**config.mk**
```make
export PLATFORM = sky130hd
export DESIGN_NAME = serial_pattern_watch
export DESIGN_NICKNAME = d
export VERILOG_FILES = /design/src/rtl/spw_pkg.sv /design/src/rtl/spw_next.sv /design/src/rtl/spw_state_reg.sv /design/src/rtl/serial_pattern_watch.sv
export SDC_FILE = /design/constraint.sdc
export NUM_CORES = 1
export LEC_CHECK = 0
export ABC_AREA = 0
export BUFFER_PORTS_ARGS = -buffer_cell sky130_fd_sc_hd__buf_4
export CORE_AREA = 2 2 39 41
export CTS_BUF_LIST = sky130_fd_sc_hd__clkbuf_16
export CTS_CLUSTER_SIZE = 24
export DETAILED_ROUTE_END_ITERATION = 10
export DIE_AREA = 0 0 41 43
export PLACE_DENSITY_LB_ADDON = 0.3
export SYNTH_ARGS = -nofsm -noshare
export SYNTH_HDL_FRONTEND = slang
export SYNTH_SLANG_ARGS = --single-unit
```
**constraint.sdc**
```tcl
create_clock -name clk -period 2.9 [get_ports clk]
set_input_delay 0.29 -clock clk [delete_from_list [all_inputs] [get_ports clk]]
set_output_delay 0.29 -clock clk [all_outputs]
set_load 0.01 [all_outputs]
```
**src/rtl/spw_pkg.sv**
```systemverilog
package spw_pkg;
   // Longest pattern prefix that the accepted bits currently end with.
   typedef enum logic [1:0] {
      PS_NONE  = 2'd0,
      PS_ONE   = 2'd1,
      PS_ONE2  = 2'd2,
      PS_ONE2Z = 2'd3
   } prefix_e;

   localparam int unsigned NUM_PREFIX = 4;
endpackage

```
**src/rtl/spw_next.sv**
```systemverilog
module spw_next
   import spw_pkg::*;
(
   input  prefix_e cur,
   input  logic    bit_valid,
   input  logic    bit_in,
   output prefix_e nxt,
   output logic    hit
);
   prefix_e step;

   always_comb begin
      unique case (cur)
         PS_NONE:  step = bit_in ? PS_ONE  : PS_NONE;
         PS_ONE:   step = bit_in ? PS_ONE2 : PS_NONE;
         PS_ONE2:  step = bit_in ? PS_ONE2 : PS_ONE2Z;
         PS_ONE2Z: step = bit_in ? PS_ONE  : PS_NONE;
         default:  step = PS_NONE;
      endcase
   end

   assign nxt = bit_valid ? step : cur;
   assign hit = bit_valid && bit_in && (cur == PS_ONE2Z);
endmodule

```
**src/rtl/spw_state_reg.sv**
```systemverilog
module spw_state_reg
   import spw_pkg::*;
#(
   parameter bit STATE_ONEHOT = 1'b0
) (
   input  logic    clk,
   input  logic    rst,
   input  prefix_e nxt,
   output prefix_e cur
);
   localparam int unsigned SW = STATE_ONEHOT ? NUM_PREFIX : $clog2(NUM_PREFIX);

   if (NUM_PREFIX != 4) begin : g_bad_count
      $error("spw_state_reg: prefix count must be four");
   end

   if (STATE_ONEHOT) begin : g_onehot
      logic [SW-1:0] oh_q;
      always_ff @(posedge clk) begin
         if (rst) oh_q <= SW'(1);
         else     oh_q <= SW'(1) << nxt;
      end
      always_comb begin
         cur = PS_NONE;
         for (int k = 0; k < NUM_PREFIX; k++) begin
            if (oh_q[k]) cur = prefix_e'(k[1:0]);
         end
      end
   end else begin : g_binary
      logic [SW-1:0] bin_q;
      always_ff @(posedge clk) begin
         if (rst) bin_q <= SW'(PS_NONE);
         else     bin_q <= SW'(nxt);
      end
      assign cur = prefix_e'(bin_q);
   end
endmodule

```
**src/rtl/serial_pattern_watch.sv**
```systemverilog
module serial_pattern_watch
   import spw_pkg::*;
#(
   parameter bit STATE_ONEHOT = 1'b0
) (
   input  logic clk,
   input  logic rst,
   input  logic bit_valid,
   input  logic bit_in,
   output logic match_pulse
);
   prefix_e cur_st;
   prefix_e nxt_st;
   logic    hit;

   spw_next u_next (
      .cur       (cur_st),
      .bit_valid (bit_valid),
      .bit_in    (bit_in),
      .nxt       (nxt_st),
      .hit       (hit)
   );

   spw_state_reg #(.STATE_ONEHOT(STATE_ONEHOT)) u_reg (
      .clk (clk),
      .rst (rst),
      .nxt (nxt_st),
      .cur (cur_st)
   );

   assign match_pulse = hit && !rst;
endmodule

```
==> summary.txt, run 1 <==
Status
  • Status: finished clean

Synthesis
  • Unique masters post-synth: 8
  • Register area share after synthesis: 0.278
  • Cell taking the most area after synthesis: dfxtp_1
  • Gate Count Post-Synth: 14
  • Count of state elements after synthesis: 2
  • Synth Area per Inst: approximately 10 um^2
  • Syn Std Cell Area: roughly 140 um^2
  • Synth warn: 0
  • Main area contributors after synthesis: dfxtp_1, ha_1, mux2i_1
  • Mapped Nets: 21
  • Synth top area share: 0.278

STA
  • Maximum clock frequency: between 0.7 and 0.8 GHz
  • Worst clock skew: around 2.1 ps
  • Final Cycle Share: 0.471
  • Slew Limit Fails: 0
  • Final min period: 1370 ps
  • Worst slew pin tran: around 180 ps
  • Setup TNS Final: 0 ps
  • Final setup violating endpoints: 0
  • Worst slew margin: 0.876
  • RSZ-0062 raised after global routing: false
  • Final Hold Fails: 0

Power and ir drop
  • Register share of total power: 0.126
  • Power density cells: about 950 nW/um^2
  • Gate power share: 0.061
  • Clock share of power: 0.813
  • Cell-internal power: approximately 0.21 mW
  • Psw: a little over 0.04 mW
  • Sw frac: 0.163
  • Worst VDD drop: slightly above 0.4 mV
  • Leakage: 0.123 nW

Clock tree
  • Setup bufs post-CTS: 0
  • CTS tree: yes
  • CTS Hold Buffers Added: 0
  • Clock sink total: 2
  • Clk buf depth: 2
  • Max H-tree Level: 1
  • Clk_lat worst skew: roughly 220 ps
  • Post_cts resized: 0
  • TritonCTS buffer count: 3
  • Clk slew on worst S/H paths: 30 ps
  • Root buffer cell: clkbuf_16

Setup path
  • Startpoint types: flop
  • Critical path launch point: u_reg.cur[0]
  • Setup crit end kind: primary output
  • CP endpoint: match_pulse
  • Critical path required time: around 2600 ps
  • Reg2reg end: u_reg.cur[0]
  • Worst reg2reg path startpoint: u_reg.cur[0]
  • Worst Path Arrival: about 1100 ps
  • Critical Path Fanout Max: 4
  • R2R Setup Slk: 1790 ps
  • Worst Setup Path Type: flop to primary output
  • Worst Reg2Reg Path Length in Cells: 4

Final layout
  • Nets: 30
  • Antenna Cells: 0
  • Share of cells above drive strength 1: 0.429
  • Filler cells: 147
  • Largest register FFs: 2
  • Commonest cells after routing, fill and taps aside: buf_4, ha_1, clkbuf_16
  • Area grow syn2layout: 87.0%
  • Commonest non-fill, non-tap cell in the layout: buf_4
  • Fin cells: 37

Routing
  • Routed len/inst: 8.08 um
  • Final ANT Viol Nets: 0
  • Vias: 127
  • Residual DRC count: 0
  • DRT Pass-1 Iters: 3
  • Final WL: about 300 um
  • Via density: 3.43
  • DR iter-0 viols: 4

Die
  • Initial Util: 0.104
  • Die Y: 43 um
  • Core area: 1380 um^2
  • IO Pins: 5
  • Die width: roughly 41 um
  • Num rows: 14
  • Die area: roughly 1800 um^2

GRT
  • GRT Util Overall: 0.0521
  • Pin count of the biggest net entering global routing: 6
  • Initial antenna violation count: 0
  • Global-route wire length before repair: roughly 540 um
  • Vias in the first global route: between 100 and 150
  • Grt ovf: 0

Placement
  • Post-placement cell count: 34
  • GPL Wtd Cong: 0.568
  • Buffers on Ports: 4

Worst hold path
  • Hold Path Class: input pin to flop

Flow run
  • Number of max-cap violations: 0
synthesized netlist by cell type:
cell,n
dfxtp_1,2
inv_1,2
a211oi_1,1
mux2i_1,2
a211oi_2,1
and4b_2,1
nor2_1,2
ha_1,3
per-layer routing:
metal	wire [um]	vias to the layer above	GRT usage
met5	0	-	0
met2	109	7	0.0656
met3	31	2	0.0157
met4	15	0	0.0800
li1	-	63	-
met1	142	55	0.0511
power by group through the flow:
stage / sequential [mW] / combinational (mW) / clock [mW]
finish: 0.0322 / 0.0155 / 0.208
global route: 0.0325 / 0.0178 / 0.214
CTS: 0.0322 / 0.0158 / 0.211
detailed placement: 0.0325 / 0.0155 / 0
global placement: 0.0322 / 0.0144 / 0
floorplan: 0.0320 / 0.00899 / 0
kinds of logic after synthesis:
| family | Yosys count | synth area share |
|---|---|---|
| flops | 2 | 0.278 |
| mux | 2 | 0.139 |
| simple gates | 3 | 0.130 |
| fa+ha+maj | 3 | 0.261 |
| compound gates | 2 | 0.139 |
| buf+inv | 2 | 0.0522 |
layout make-up:
type	instances	area (um^2)	share of cell area
clock buffer	3	75.1	0.279
multi-input combinational	10	96.3	0.358
inverter	2	7.51	0.0279
timing repair buffer	4	30.0	0.112
tap	16	20.0	0.0744
sequential	2	40.0	0.149
critical path: stages, from the launching register on:
cell and delay [ps]:
dfxtp_1 330, ha_1 190, and4b_2 200, buf_4 140
metrics by stage:
| step | setup WS [ps] | util | area [um^2] | power [mW] | hold WS (ps) |
|---|---|---|---|---|---|
| floorplan | 1880 | - | 144 | 0.0410 | 355 |
| global placement | 1770 | 0.140 | 194 | 0.0467 | 467 |
| detailed placement | 1760 | 0.140 | 194 | 0.0481 | 471 |
| CTS | 1520 | 0.194 | 269 | 0.259 | 243 |
| global route | 1500 | 0.194 | 269 | 0.265 | 250 |
| finish | 1530 | 0.194 | 269 | 0.255 | 245 |
how the worst min path moves through the flow:
stage / endpoint / start / cells past startpoint
CTS: u_reg.cur[0] / rst / 2
global placement: u_reg.cur[0] / rst / 2
floorplan: u_reg.cur[0] / rst / 1
detailed placement: u_reg.cur[0] / rst / 2
global route: u_reg.cur[0] / rst / 2
finish: u_reg.cur[0] / rst / 2
No activity file was read; power rests on OpenSTA's default activity.
==> run 2, diff against run 1 <==
- clock period: 2.9 -> 1.35 ns (I/O delays scaled with it)
==> run 2 against run 1 <==
Against the previous run: count of clock-buffer cells in the layout unchanged; combinational power increased by 110%; die area unchanged; design area unchanged; sequential cell count unchanged; clock power increased by 110%; global-route usage increased by 0.20 points; via count decreased by 11%; worst setup slack got worse by 1400 ps; critical endpoint unchanged.
==> summary.txt, run 2 (synthesis gave the netlist of run 1 again) <==
Routing
  • Routed len/inst: just over 7 um
  • Residual DRC count: 0
  • Via density: between 3 and 4
  • DRT Pass-1 Iters: 1
  • DR iter-0 viols: 0
  • Final WL: ~260 um
  • Vias: about 110
  • Final ANT Viol Nets: 0

STA
  • Worst slew margin: 0.883
  • Slew Limit Fails: 0
  • Setup TNS Final: 0 ps
  • Final min period: about 1200 ps
  • Final setup violating endpoints: 0
  • Worst slew pin tran: 171 ps
  • Final Hold Fails: 0
  • Final Cycle Share: 0.890
  • Hold slack: approximately 93 ps
  • Maximum clock frequency: about 0.83 GHz
  • Worst clock skew: approximately 1.3 ps
  • RSZ-0062 raised after global routing: false

Clock tree
  • Setup bufs post-CTS: 0
  • Clk_lat worst skew: 220 ps
  • Post_cts resized: 0
  • Max H-tree Level: 1
  • Root buffer cell: clkbuf_16
  • CTS Hold Buffers Added: 0
  • Clock sink total: 2
  • Clk buf depth: 2
  • TritonCTS buffer count: 3
  • Clk slew on worst S/H paths: around 30 ps
  • CTS tree: yes

GRT
  • Pin count of the biggest net entering global routing: 6
  • GRT Util Overall: 0.0541
  • Grt ovf: 0
  • Global-route wire length before repair: around 560 um
  • Vias in the first global route: ~150
  • Initial antenna violation count: 0

Final layout
  • Commonest non-fill, non-tap cell in the layout: buf_4
  • Share of cells above drive strength 1: 0.429
  • Antenna Cells: 0
  • Commonest cells after routing, fill and taps aside: buf_4, ha_1, clkbuf_16
  • Area grow syn2layout: 87.0%
  • Largest register FFs: 2
  • Nets: 30
  • Filler cells: approximately 150

Setup path
  • Worst Path Arrival: about 1100 ps
  • Worst Setup Path Type: flop to primary output
  • Worst Reg2Reg Path Length in Cells: 4
  • Peak per-stage delay on the critical path: 320 ps
  • Critical Path Fanout Max: 4
  • CP Cell Sequence: ha_1 > and4b_2 > buf_4
  • Crit-path slowest cell: dfxtp_1
  • CP bufs+invs: 1
  • Setup crit end kind: primary output
  • R2R Setup Slk: about 260 ps
  • Startpoint types: flop
  • Worst reg2reg path startpoint: u_reg.cur[0]
  • Reg2reg end: u_reg.cur[0]
  • Critical path required time: around 1200 ps
  • Top Family by Delay on Critical Path: flip-flops

Worst hold path
  • Hold Path Sink: u_reg.cur[0]
  • Hold path cells: 2
  • Hold Path Class: input pin to flop
  • Hold path startpoint: rst

Power and ir drop
  • Worst VDD drop: approximately 0.66 mV
  • Power density cells: ~2000 nW/um^2
  • Leakage: roughly 0.12 nW

Placement
  • Buffers on Ports: 4
  • GPL Wtd Cong: around 0.56

Die
  • Initial Util: 0.104
  • IO Pins: 5
  • Die Y: ~43 um
  • Die width: 41 um
  • Core area: 1380 um^2
  • Die area: 1760 um^2
  • Num rows: 14

Flow run
  • Number of max-cap violations: 0

Status
  • Status: finished clean
run 2: how the worst max path moves through the flow:
stage | startpoint | end | slack (ps) | cells after the start
floorplan | u_reg.cur[0] | u_reg.cur[0] | 330 | 4
global placement | u_reg.cur[0] | u_reg.cur[0] | 310 | 4
detailed placement | u_reg.cur[0] | u_reg.cur[0] | 260 | 4
CTS | u_reg.cur[0] | match_pulse | 140 | 3
global route | u_reg.cur[0] | match_pulse | 110 | 3
finish | u_reg.cur[0] | match_pulse | 150 | 3
run 2: stage by stage:
stage	power, mW	std cells	cell area (um^2)	setup slack (ps)	utilization
global route	0.565	37	269	109	0.194
floorplan	0.0882	14	144	329	-
CTS	0.551	37	269	138	0.194
finish	0.541	37	269	149	0.194
global placement	0.101	34	194	306	0.140
detailed placement	0.103	34	194	261	0.140
run 2: power breakdown:
part	switching, mW	internal, mW	leakage, nW
Sequential	0.00442	0.0643	0.0166
Clock	0.0628	0.376	0.0370
Combinational	0.0150	0.0178	0.0697
run 2: layer usage:
| layer | vias up | track usage | share of wire |
|---|---|---|---|
| met4 | 0 | 0.0800 | 0 |
| met2 | 5 | 0.0563 | 0.35 |
| met1 | 45 | 0.0575 | 0.52 |
| met3 | 0 | 0.0314 | 0.12 |
| li1 | 63 | - | - |
| met5 | - | 0 | 0 |
run 2: cell type report:
type / instances / area (um^2) / area share
clock buffer: 3 / 75.1 / 0.279
inverter: 2 / 7.51 / 0.0279
multi-input combinational: 10 / 96.3 / 0.358
sequential: 2 / 40.0 / 0.149
tap: 16 / 20.0 / 0.0744
timing repair buffer: 4 / 30.0 / 0.112
